$ cat src/rtl/vrp_pkg.sv
package vrp_pkg;
  typedef enum logic [1:0] {
    RK_STATUS = 2'd0,
    RK_OAM    = 2'd1,
    RK_DATA   = 2'd2,
    RK_NONE   = 2'd3
  } rk_e;

  typedef struct packed {
    logic vblank;
    logic hit;
    logic ovf;
  } flags_t;

  localparam int STAT_OFF = 2;
  localparam int OAM_OFF  = 4;
  localparam int DATA_OFF = 7;
endpackage

$ cat src/rtl/vrp_decode.sv
module vrp_decode
  import vrp_pkg::*;
#(
  parameter int            AW   = 16,
  parameter logic [AW-1:0] BASE = 16'h2000
) (
  input  logic [AW-1:0] addr,
  output rk_e           kind
);
  localparam logic [AW-1:0] A_STAT = BASE + AW'(STAT_OFF);
  localparam logic [AW-1:0] A_OAM  = BASE + AW'(OAM_OFF);
  localparam logic [AW-1:0] A_DATA = BASE + AW'(DATA_OFF);

  always_comb begin
    if (addr == A_STAT)      kind = RK_STATUS;
    else if (addr == A_OAM)  kind = RK_OAM;
    else if (addr == A_DATA) kind = RK_DATA;
    else                     kind = RK_NONE;
  end
endmodule

$ cat src/rtl/vrp_mirror.sv
// Folds a nametable-space offset onto the 2-page internal RAM.
module vrp_mirror #(
  parameter int NAW = 11
) (
  input  logic [NAW:0]   offs,
  input  logic           vert,
  output logic [NAW-1:0] ram_addr
);
  localparam int PAGE_W = NAW - 1;

  logic [1:0] table_idx;
  logic       page;

  assign table_idx = offs[NAW:PAGE_W];
  // horizontal: tables 0,1 -> page 0 ; 2,3 -> page 1
  // vertical:   tables 0,2 -> page 0 ; 1,3 -> page 1
  assign page     = vert ? table_idx[0] : table_idx[1];
  assign ram_addr = {page, offs[PAGE_W-1:0]};
endmodule

$ cat src/rtl/vrp_status.sv
module vrp_status
  import vrp_pkg::*;
(
  input  logic   clk,
  input  logic   rst,
  input  logic   vbl_set,
  input  logic   hit_set,
  input  logic   ovf_set,
  input  logic   flags_clr,
  input  logic   rd_stat,
  input  logic   wt_flip,
  output flags_t flags,
  output logic   wt
);
  always_ff @(posedge clk) begin
    if (rst) begin
      flags <= '0;
      wt    <= 1'b0;
    end else begin
      if (vbl_set)                     flags.vblank <= 1'b1;
      else if (rd_stat || flags_clr)   flags.vblank <= 1'b0;

      if (hit_set)        flags.hit <= 1'b1;
      else if (flags_clr) flags.hit <= 1'b0;

      if (ovf_set)        flags.ovf <= 1'b1;
      else if (flags_clr) flags.ovf <= 1'b0;

      if (rd_stat)      wt <= 1'b0;
      else if (wt_flip) wt <= ~wt;
    end
  end
endmodule

$ cat src/rtl/vrp_vaddr.sv
module vrp_vaddr #(
  parameter int VAW    = 15,
  parameter int STRIDE = 32
) (
  input  logic           clk,
  input  logic           rst,
  input  logic           load,
  input  logic [VAW-1:0] load_val,
  input  logic           step,
  input  logic           wide,
  output logic [VAW-1:0] v
);
  localparam logic [VAW-1:0] STEP_S = VAW'(1);
  localparam logic [VAW-1:0] STEP_L = VAW'(STRIDE);

  always_ff @(posedge clk) begin
    if (rst)       v <= '0;
    else if (load) v <= load_val;
    else if (step) v <= v + (wide ? STEP_L : STEP_S);
  end
endmodule

$ cat src/rtl/vrp_rd_port.sv
module vrp_rd_port
  import vrp_pkg::*;
#(
  parameter int                 AW       = 16,
  parameter logic [AW-1:0]      REG_BASE = 16'h2000,
  parameter int                 DW       = 8,
  parameter int                 VAW      = 15,
  parameter int                 CHR_AW   = 13,
  parameter int                 NT_AW    = 11,
  parameter int                 OAM_AW   = 8,
  parameter int                 STRIDE   = 32
) (
  input  logic              clk,
  input  logic              rst,
  input  logic              req_valid,
  output logic              req_ready,
  input  logic [AW-1:0]     req_addr,
  output logic              rsp_valid,
  output logic [DW-1:0]     rsp_data,
  output logic              rsp_err,
  input  logic              inc_by32,
  input  logic              mirror_vert,
  input  logic              vbl_set,
  input  logic              hit_set,
  input  logic              ovf_set,
  input  logic              flags_clr,
  input  logic              wt_flip,
  output logic              wt_q,
  input  logic              v_load,
  input  logic [VAW-1:0]    v_load_val,
  output logic [VAW-1:0]    v_q,
  input  logic [OAM_AW-1:0] oam_ptr,
  output logic              oam_re,
  output logic [OAM_AW-1:0] oam_raddr,
  input  logic [DW-1:0]     oam_rdata,
  output logic              chr_re,
  output logic [CHR_AW-1:0] chr_addr,
  input  logic [DW-1:0]     chr_rdata,
  output logic              nt_re,
  output logic [NT_AW-1:0]  nt_addr,
  input  logic [DW-1:0]     nt_rdata
);
  // bit of the pointer that selects nametable space over character space
  localparam int NT_SEL = CHR_AW;
  localparam int PAD_W  = DW - 3;

  rk_e    kind;
  flags_t flags;
  logic   accept, rd_stat, rd_oam, rd_data, to_nt;

  logic          rsp_v_q;
  rk_e           kind_q;
  logic [DW-1:0] held_q;
  logic          fill_q;
  logic          fill_nt_q;
  logic [DW-1:0] rbuf_q;

  vrp_decode #(.AW(AW), .BASE(REG_BASE)) u_dec (
    .addr (req_addr),
    .kind (kind)
  );

  assign req_ready = ~fill_q;
  assign accept    = req_valid & req_ready;
  assign rd_stat   = accept & (kind == RK_STATUS);
  assign rd_oam    = accept & (kind == RK_OAM);
  assign rd_data   = accept & (kind == RK_DATA);
  assign to_nt     = v_q[NT_SEL];

  vrp_status u_stat (
    .clk       (clk),
    .rst       (rst),
    .vbl_set   (vbl_set),
    .hit_set   (hit_set),
    .ovf_set   (ovf_set),
    .flags_clr (flags_clr),
    .rd_stat   (rd_stat),
    .wt_flip   (wt_flip),
    .flags     (flags),
    .wt        (wt_q)
  );

  vrp_vaddr #(.VAW(VAW), .STRIDE(STRIDE)) u_vaddr (
    .clk      (clk),
    .rst      (rst),
    .load     (v_load),
    .load_val (v_load_val),
    .step     (rd_data),
    .wide     (inc_by32),
    .v        (v_q)
  );

  vrp_mirror #(.NAW(NT_AW)) u_mirror (
    .offs     (v_q[NT_AW:0]),
    .vert     (mirror_vert),
    .ram_addr (nt_addr)
  );

  assign chr_re    = rd_data & ~to_nt;
  assign chr_addr  = v_q[CHR_AW-1:0];
  assign nt_re     = rd_data & to_nt;
  assign oam_re    = rd_oam;
  assign oam_raddr = oam_ptr;

  always_ff @(posedge clk) begin
    if (rst) begin
      rsp_v_q   <= 1'b0;
      kind_q    <= RK_NONE;
      held_q    <= '0;
      fill_q    <= 1'b0;
      fill_nt_q <= 1'b0;
      rbuf_q    <= '0;
    end else begin
      rsp_v_q   <= accept;
      fill_q    <= rd_data;
      fill_nt_q <= to_nt;
      if (accept) begin
        kind_q <= kind;
        unique case (kind)
          RK_STATUS: held_q <= {flags.vblank, flags.hit, flags.ovf, {PAD_W{1'b0}}};
          RK_DATA:   held_q <= rbuf_q;
          default:   held_q <= '0;
        endcase
      end
      if (fill_q) rbuf_q <= fill_nt_q ? nt_rdata : chr_rdata;
    end
  end

  assign rsp_valid = rsp_v_q;
  assign rsp_err   = rsp_v_q & (kind_q == RK_NONE);
  assign rsp_data  = !rsp_v_q          ? '0 :
                     (kind_q == RK_OAM) ? oam_rdata : held_q;
endmodule

$ cat config.mk
export PLATFORM = sky130hd
export DESIGN_NAME = vrp_rd_port
export DESIGN_NICKNAME = d
export VERILOG_FILES = /design/src/rtl/vrp_pkg.sv /design/src/rtl/vrp_decode.sv /design/src/rtl/vrp_mirror.sv /design/src/rtl/vrp_status.sv /design/src/rtl/vrp_vaddr.sv /design/src/rtl/vrp_rd_port.sv
export SDC_FILE = /design/constraint.sdc
export NUM_CORES = 1
export LEC_CHECK = 0
export ABC_AREA = 1
export BUFFER_PORTS_ARGS = -buffer_cell sky130_fd_sc_hd__clkbuf_2
export CORE_AREA = 2 2 78 80
export DETAILED_ROUTE_END_ITERATION = 7
export DIE_AREA = 0 0 80 82
export PLACE_DENSITY = 0.84
export SYNTH_ARGS = -nofsm -noshare
export SYNTH_HDL_FRONTEND = slang
export SYNTH_SLANG_ARGS = --single-unit
$ cat constraint.sdc
create_clock -name clk -period 4.31 [get_ports clk]
set_input_delay 0.862 -clock clk [delete_from_list [all_inputs] [get_ports clk]]
set_output_delay 0.862 -clock clk [all_outputs]
set_load 0.005 [all_outputs]
# After elaboration in Yosys (flattened, before gate mapping)
# Cells that the tools add are included.
op_classes:
  add_sub_neg: 1
  mul: 0
  div_mod_pow: 0
  n_lt_le_gt_ge: 0
  n_eq_ne: 7
  n_shift: 0
  muxes: 16
  bitwise_logic: 10
  reduce_logical: 7
op_table:
  columns: ["cell", "count"]
  rows:
  - ["16-bit by 14-bit equality test with 1-bit output, second input constant", 3]
  - ["15-bit two-way mux", 2]
  - ["8-bit two-way mux", 3]
  - ["8-bit case mux with 2 select lines", 1]
  - ["15-bit adder", 1]
  - ["2-bit nonzero test", 4]
  - ["1-bit AND", 7]
  - ["1-bit two-way mux", 7]
  - ["6-bit two-way mux", 1]
  - ["2-bit by 1-bit equality test with 1-bit output, second input constant", 2]
  - ["2-bit equality test, second input constant", 2]
  - ["2-bit two-way mux", 2]
  - ["1-bit inverter", 3]
  - ["2-bit logical NOT", 1]
  - ["2-bit OR reduction", 1]
  - ["1-bit logical OR", 1]
totals:
  reg_bits: 40
  latch_bits: 0
  mem_bits_rw: 0
  rom_bits: 0
  in_bits: 74
  output_inout_bits: 62
  word_cells: 52
  memories: 0

# Logic depth before layout (Yosys ltp)
depth:
  ltp_word: 9
  mapped_depth: 12
  mapped_depth_nobuf: 12

# By module
# A second synthesis with hierarchy kept.
unflattened:
  hier_cells: 382
  hier_area_um2: 2631.3
by_module_without_submodules:
  columns: ["mod", "n_inst", "cells_each", "area_each_um2", "seq_area_each_um2"]
  rows:
  - ["vrp_rd_port", 1, 171, 1244.9, 420.4]
  - ["vrp_vaddr", 1, 153, 1044.8, 300.3]
  - ["vrp_status", 1, 22, 152.6, 80.1]
  - ["vrp_mirror", 1, 15, 97.6, 0.0]
  - ["vrp_decode", 1, 21, 91.3, 0.0]

# Worst setup path before layout
# Ideal clock, no wire load.
synth_path:
  path_type: "input port to output port"
  from: "input req_addr[11]"
  to: "output chr_re"
  t_arrival_ns: 1.683
  required_time_ns: 3.448
  slack_ns: 1.765
  path_stages: 7
  path_buffers: 0
  path_cell_list: "nor2_1 -> nand2_2 -> nor2_8 -> nand2_1 -> or2_1 -> nand3_1 -> nor2_1"
synth_via:
  elab_chain_cells: 7
  elab_cells_between_ends: 9
  cone_classes: "eq/ne: 4; mux: 3; bitwise: 2"
synth_rtl:
  columns: ["element", "line", "text"]
  rows:
  - ["from (decl)", "vrp_rd_port.sv:17", "input logic [AW-1:0] req_addr,"]
  - ["16-bit by 14-bit equality test with 1-bit output", "vrp_decode.sv:17", "else if (addr == A_DATA) kind = RK_DATA;"]
  - ["1-bit two-way mux", "vrp_decode.sv:17", null]
  - ["2-bit two-way mux", "vrp_decode.sv:16", "else if (addr == A_OAM) kind = RK_OAM;"]
  - ["2-bit two-way mux *", "vrp_decode.sv:15", "if (addr == A_STAT) kind = RK_STATUS;"]
  - ["2-bit equality test *", "vrp_rd_port.sv:67", "assign rd_data = accept & (kind == RK_DATA);"]
  - ["1-bit AND *", "vrp_rd_port.sv:67", null]
  - ["1-bit AND *", "vrp_rd_port.sv:99", "assign chr_re = rd_data & ~to_nt;"]
  - ["to (decl)", "vrp_rd_port.sv:36", "output logic chr_re,"]
# Mark *: on every way between the ends. The rest lies on a longest branch, timed or not.

# Final worst setup path
layout_path:
  from: "input req_addr[5]"
  to: "output nt_re"
layout_via:
  elab_chain_cells: 7
  elab_cells_between_ends: 9
  cone_classes: "eq/ne: 4; mux: 3; bitwise: 2"
layout_rtl:
  columns: ["element", "line", "text"]
  rows:
  - ["16-bit by 14-bit equality test with 1-bit output", "vrp_decode.sv:17", null]
  - ["1-bit two-way mux", "vrp_decode.sv:17", null]
  - ["2-bit two-way mux", "vrp_decode.sv:16", null]
  - ["2-bit two-way mux *", "vrp_decode.sv:15", null]
  - ["2-bit equality test *", "vrp_rd_port.sv:67", null]
  - ["1-bit AND *", "vrp_rd_port.sv:67", null]
  - ["1-bit AND *", "vrp_rd_port.sv:101", "assign nt_re = rd_data & to_nt;"]
  - ["to (decl)", "vrp_rd_port.sv:39", "output logic nt_re,"]
# Marked as above.

==> flow_metrics.tcl <==
set metrics [dict create \
    status "finished, final reports clean" \
    critPathKind "input pin to output pin" \
    tightest_slew_ns 0.745 \
    powerDensity_mw_per_mm2 259 \
    finClkSkew_ns 0.00566 \
    clock.fmax_mhz 339 \
    r2r_start "u_vaddr.v[0]$_SDFFE_PP0P_" \
    p_seq_frac 0.471 \
    synth_seq_cells 40 \
    rsz0062_at_grt "false" \
    grt_pass1_wl_um 10400 \
    layout-drive-gt1-share 0.303 \
    antenna_found_initial 0 \
    vias 2826 \
    initial_core_util 0.481 \
    start_kind "input pin" \
    final_antenna_net_count 0 \
    ys_seq_area_frac 0.290 \
    first_iter_violations 95 \
    p_sw_uw 230 \
    crit_required_ns 3.45 \
    drv_cap 0 \
    intPower_uw 617 \
    cts_tree "yes" \
    die_w_um 80 \
    holdCritPathClass "flip-flop to flip-flop" \
    min_to "held_q[4]$_SDFFE_PP0P_" \
    synth-edff-count 0 \
    power.leakage_uw 0.00171 \
    yosysTopAreaCell "dfxtp_1" \
    post_cts_buffers 0 \
    overflow 0 \
    timing.rr.end "u_vaddr.v[10]$_SDFFE_PP0P_" \
    setup-tns-final_ns 0 \
    maxSlewHeadroom 0.503 \
    grt_max_degree 29 \
    place_congestion 0.869 \
    fillCellCount 610 \
    grt_pass1_vias 2458 \
    timing.hold.ws_ns 0.467 \
    worstPathCellList "clkbuf_2, nor2_1, nand2_1, inv_1, nand2_1, a21oi_1, nand3_1, nor2_1, clkbuf_2" \
    final_nets 587 \
    holdPathStages 2 \
    pwr-share-clk 0.373 \
    slowest_stage "inv_1" \
    synth_cells 428 \
    reg2reg_slack_ns 2.51 \
    yosysTopAreaCellShare 0.290 \
    io_buffers 119 \
    first_pass_iters 4 \
    clkLatencyLatePin_ns 0.30 \
    min_period_ns 2.95 \
    cts_buffers 5 \
    dp_hpwl_um 5100 \
    syn_nets 505 \
    critPathMaxFanout 6 \
    yosys.cell_types.count 35 \
    dieArea_mm2 0.00656 \
    core_area_mm2 0.00575 \
    cts_max_level 2 \
    n_antenna_cell 0 \
    cts_root_buf "clkbuf_8" \
    ys.flop_type "dfxtp_1" \
    cts_resized 0 \
    die_y_um 82 \
    swShare 0.272 \
    fin_crit_sh 0.684 \
    min_from "held_q[4]$_SDFFE_PP0P_" \
    rows 28 \
    num_io_pins 136 \
    yosys_warnings 0 \
    synthTopCellsByCount "nand2_1, inv_1, nand3_1, nor2_1, dfxtp_1" \
    holdBufCountCts 0 \
    endpoint_kind "output pin" \
    synthTopCellsByArea "dfxtp_1, nand2_1, buf_4" \
    slowest_delay_ns 0.20 \
    grtUsageTotal 0.201 \
    clockBufferDepth 2 \
    clk_pin_slew_ns 0.08 \
    drv_slew 0 \
    multi_input_area_mm2 0.00149 \
    drc 0 \
    combPwrFrac 0.157 \
    syn2layout_area_growth_pct 18.3 \
    wire_per_inst_um 11.1 \
    viasPerCell 4.82 \
    synthesis.area_mm2 0.00276 \
    ff2ff_path_depth 11 \
    syn_avg_cell_area_um2 6.45 \
    seqCellArea_um2 801 \
    cts.sinks 40 \
    synthArstFlopShare 0 \
    ir_worst_vdd_v 0.000193 \
    finalSetupViolations 0 \
    hold_viol_final 0 \
    yosys.cell_count.top_type "nand2_1" \
    arrival_ns 2.08 \
    drt-total-wl_um 6500 \
]
layout by cell type, fill, tap and decap left out, drive strengths merged, types with 2 or more instances in the layout:
master	instances
nor2	50
nand2	131
xnor2	2
or2	2
dfxtp	40
nand3b	3
nand3	43
a21oi	26
o21ai	17
nand4	3
inv	47
o211a	2
and3	2
ha	3
o211ai	9
clkbuf	124
stage by stage:
stage / setup slack (ns) / cells / utilization / cell area [um^2] / total power [uW]
final: 1.36 / 586 / 0.569 / 3270 / 847
after global routing: 1.20 / 586 / 0.569 / 3270 / 891
after CTS: 1.39 / 586 / 0.569 / 3270 / 857
after detailed placement: 1.40 / 578 / 0.549 / 3150 / 541
after global placement: 1.51 / 578 / 0.549 / 3150 / 537
after floorplan: 1.77 / 428 / - / 2760 / 498
cell families (layout without fill, tap and decap cells):
family,after synthesis,in the layout,share of synthesized area
DFF,40,40,0.290
and+or+nand+nor,235,235,0.388
xor gates and xnor gates,3,3,0.00951
adders and majority gates,3,3,0.0136
AOI/OAI and AO/OA,56,56,0.127
buffers and inverters,91,174,0.173
routing by layer:
layer  vias to the layer above  global-route usage  part of all wire
met5                         -                   0                 0
met4                         0              0.0627             0.012
met3                         9              0.0407             0.072
met2                        94               0.387              0.50
met1                      1223               0.221              0.42
li1                       1500                   -                 -
worst max path at each step:
stage	startpoint	end	slack (ns)	cells past startpoint
after floorplan	req_addr[11]	chr_re	1.77	7
after detailed placement	req_addr[5]	nt_re	1.40	9
final	req_addr[5]	nt_re	1.36	9
after global routing	req_addr[5]	chr_re	1.20	9
after global placement	req_addr[11]	chr_re	1.51	9
after CTS	req_addr[5]	nt_re	1.39	9
sequential cells by signal (all words and copies together) (netlist names):
name          flops
kind_q            2
fill_q            1
rsp_valid         1
fill_nt_q         1
rbuf_q            8
u_stat.flags      3
u_vaddr.v        15
u_stat.wt         1
held_q            8
power groups by stage:
stage | Combinational (uW) | Sequential, uW | Clock [uW]
final | 133 | 399 | 316
after global routing | 150 | 402 | 339
after CTS | 135 | 399 | 323
after detailed placement | 134 | 408 | 0
after global placement | 130 | 407 | 0
after floorplan | 94.3 | 404 | 0
worst max-delay path: cells and delay by family:
| kind | cells | cell delay (ns) |
|---|---|---|
| and+or+nand+nor | 5 | 0.63 |
| buffers and inverters | 3 | 0.40 |
| AOI/OAI and AO/OA | 1 | 0.20 |
cell type report:
class / count / share of cell area
repair buffers: 119 / 0.182
clock buffers: 5 / 0.0211
well taps: 75 / 0.0287
flip-flops and latches: 40 / 0.245
inverters: 47 / 0.0540
multi-input cells: 297 / 0.455
clock inverters: 3 / 0.0142
No activity file was read; power rests on OpenSTA's default activity.
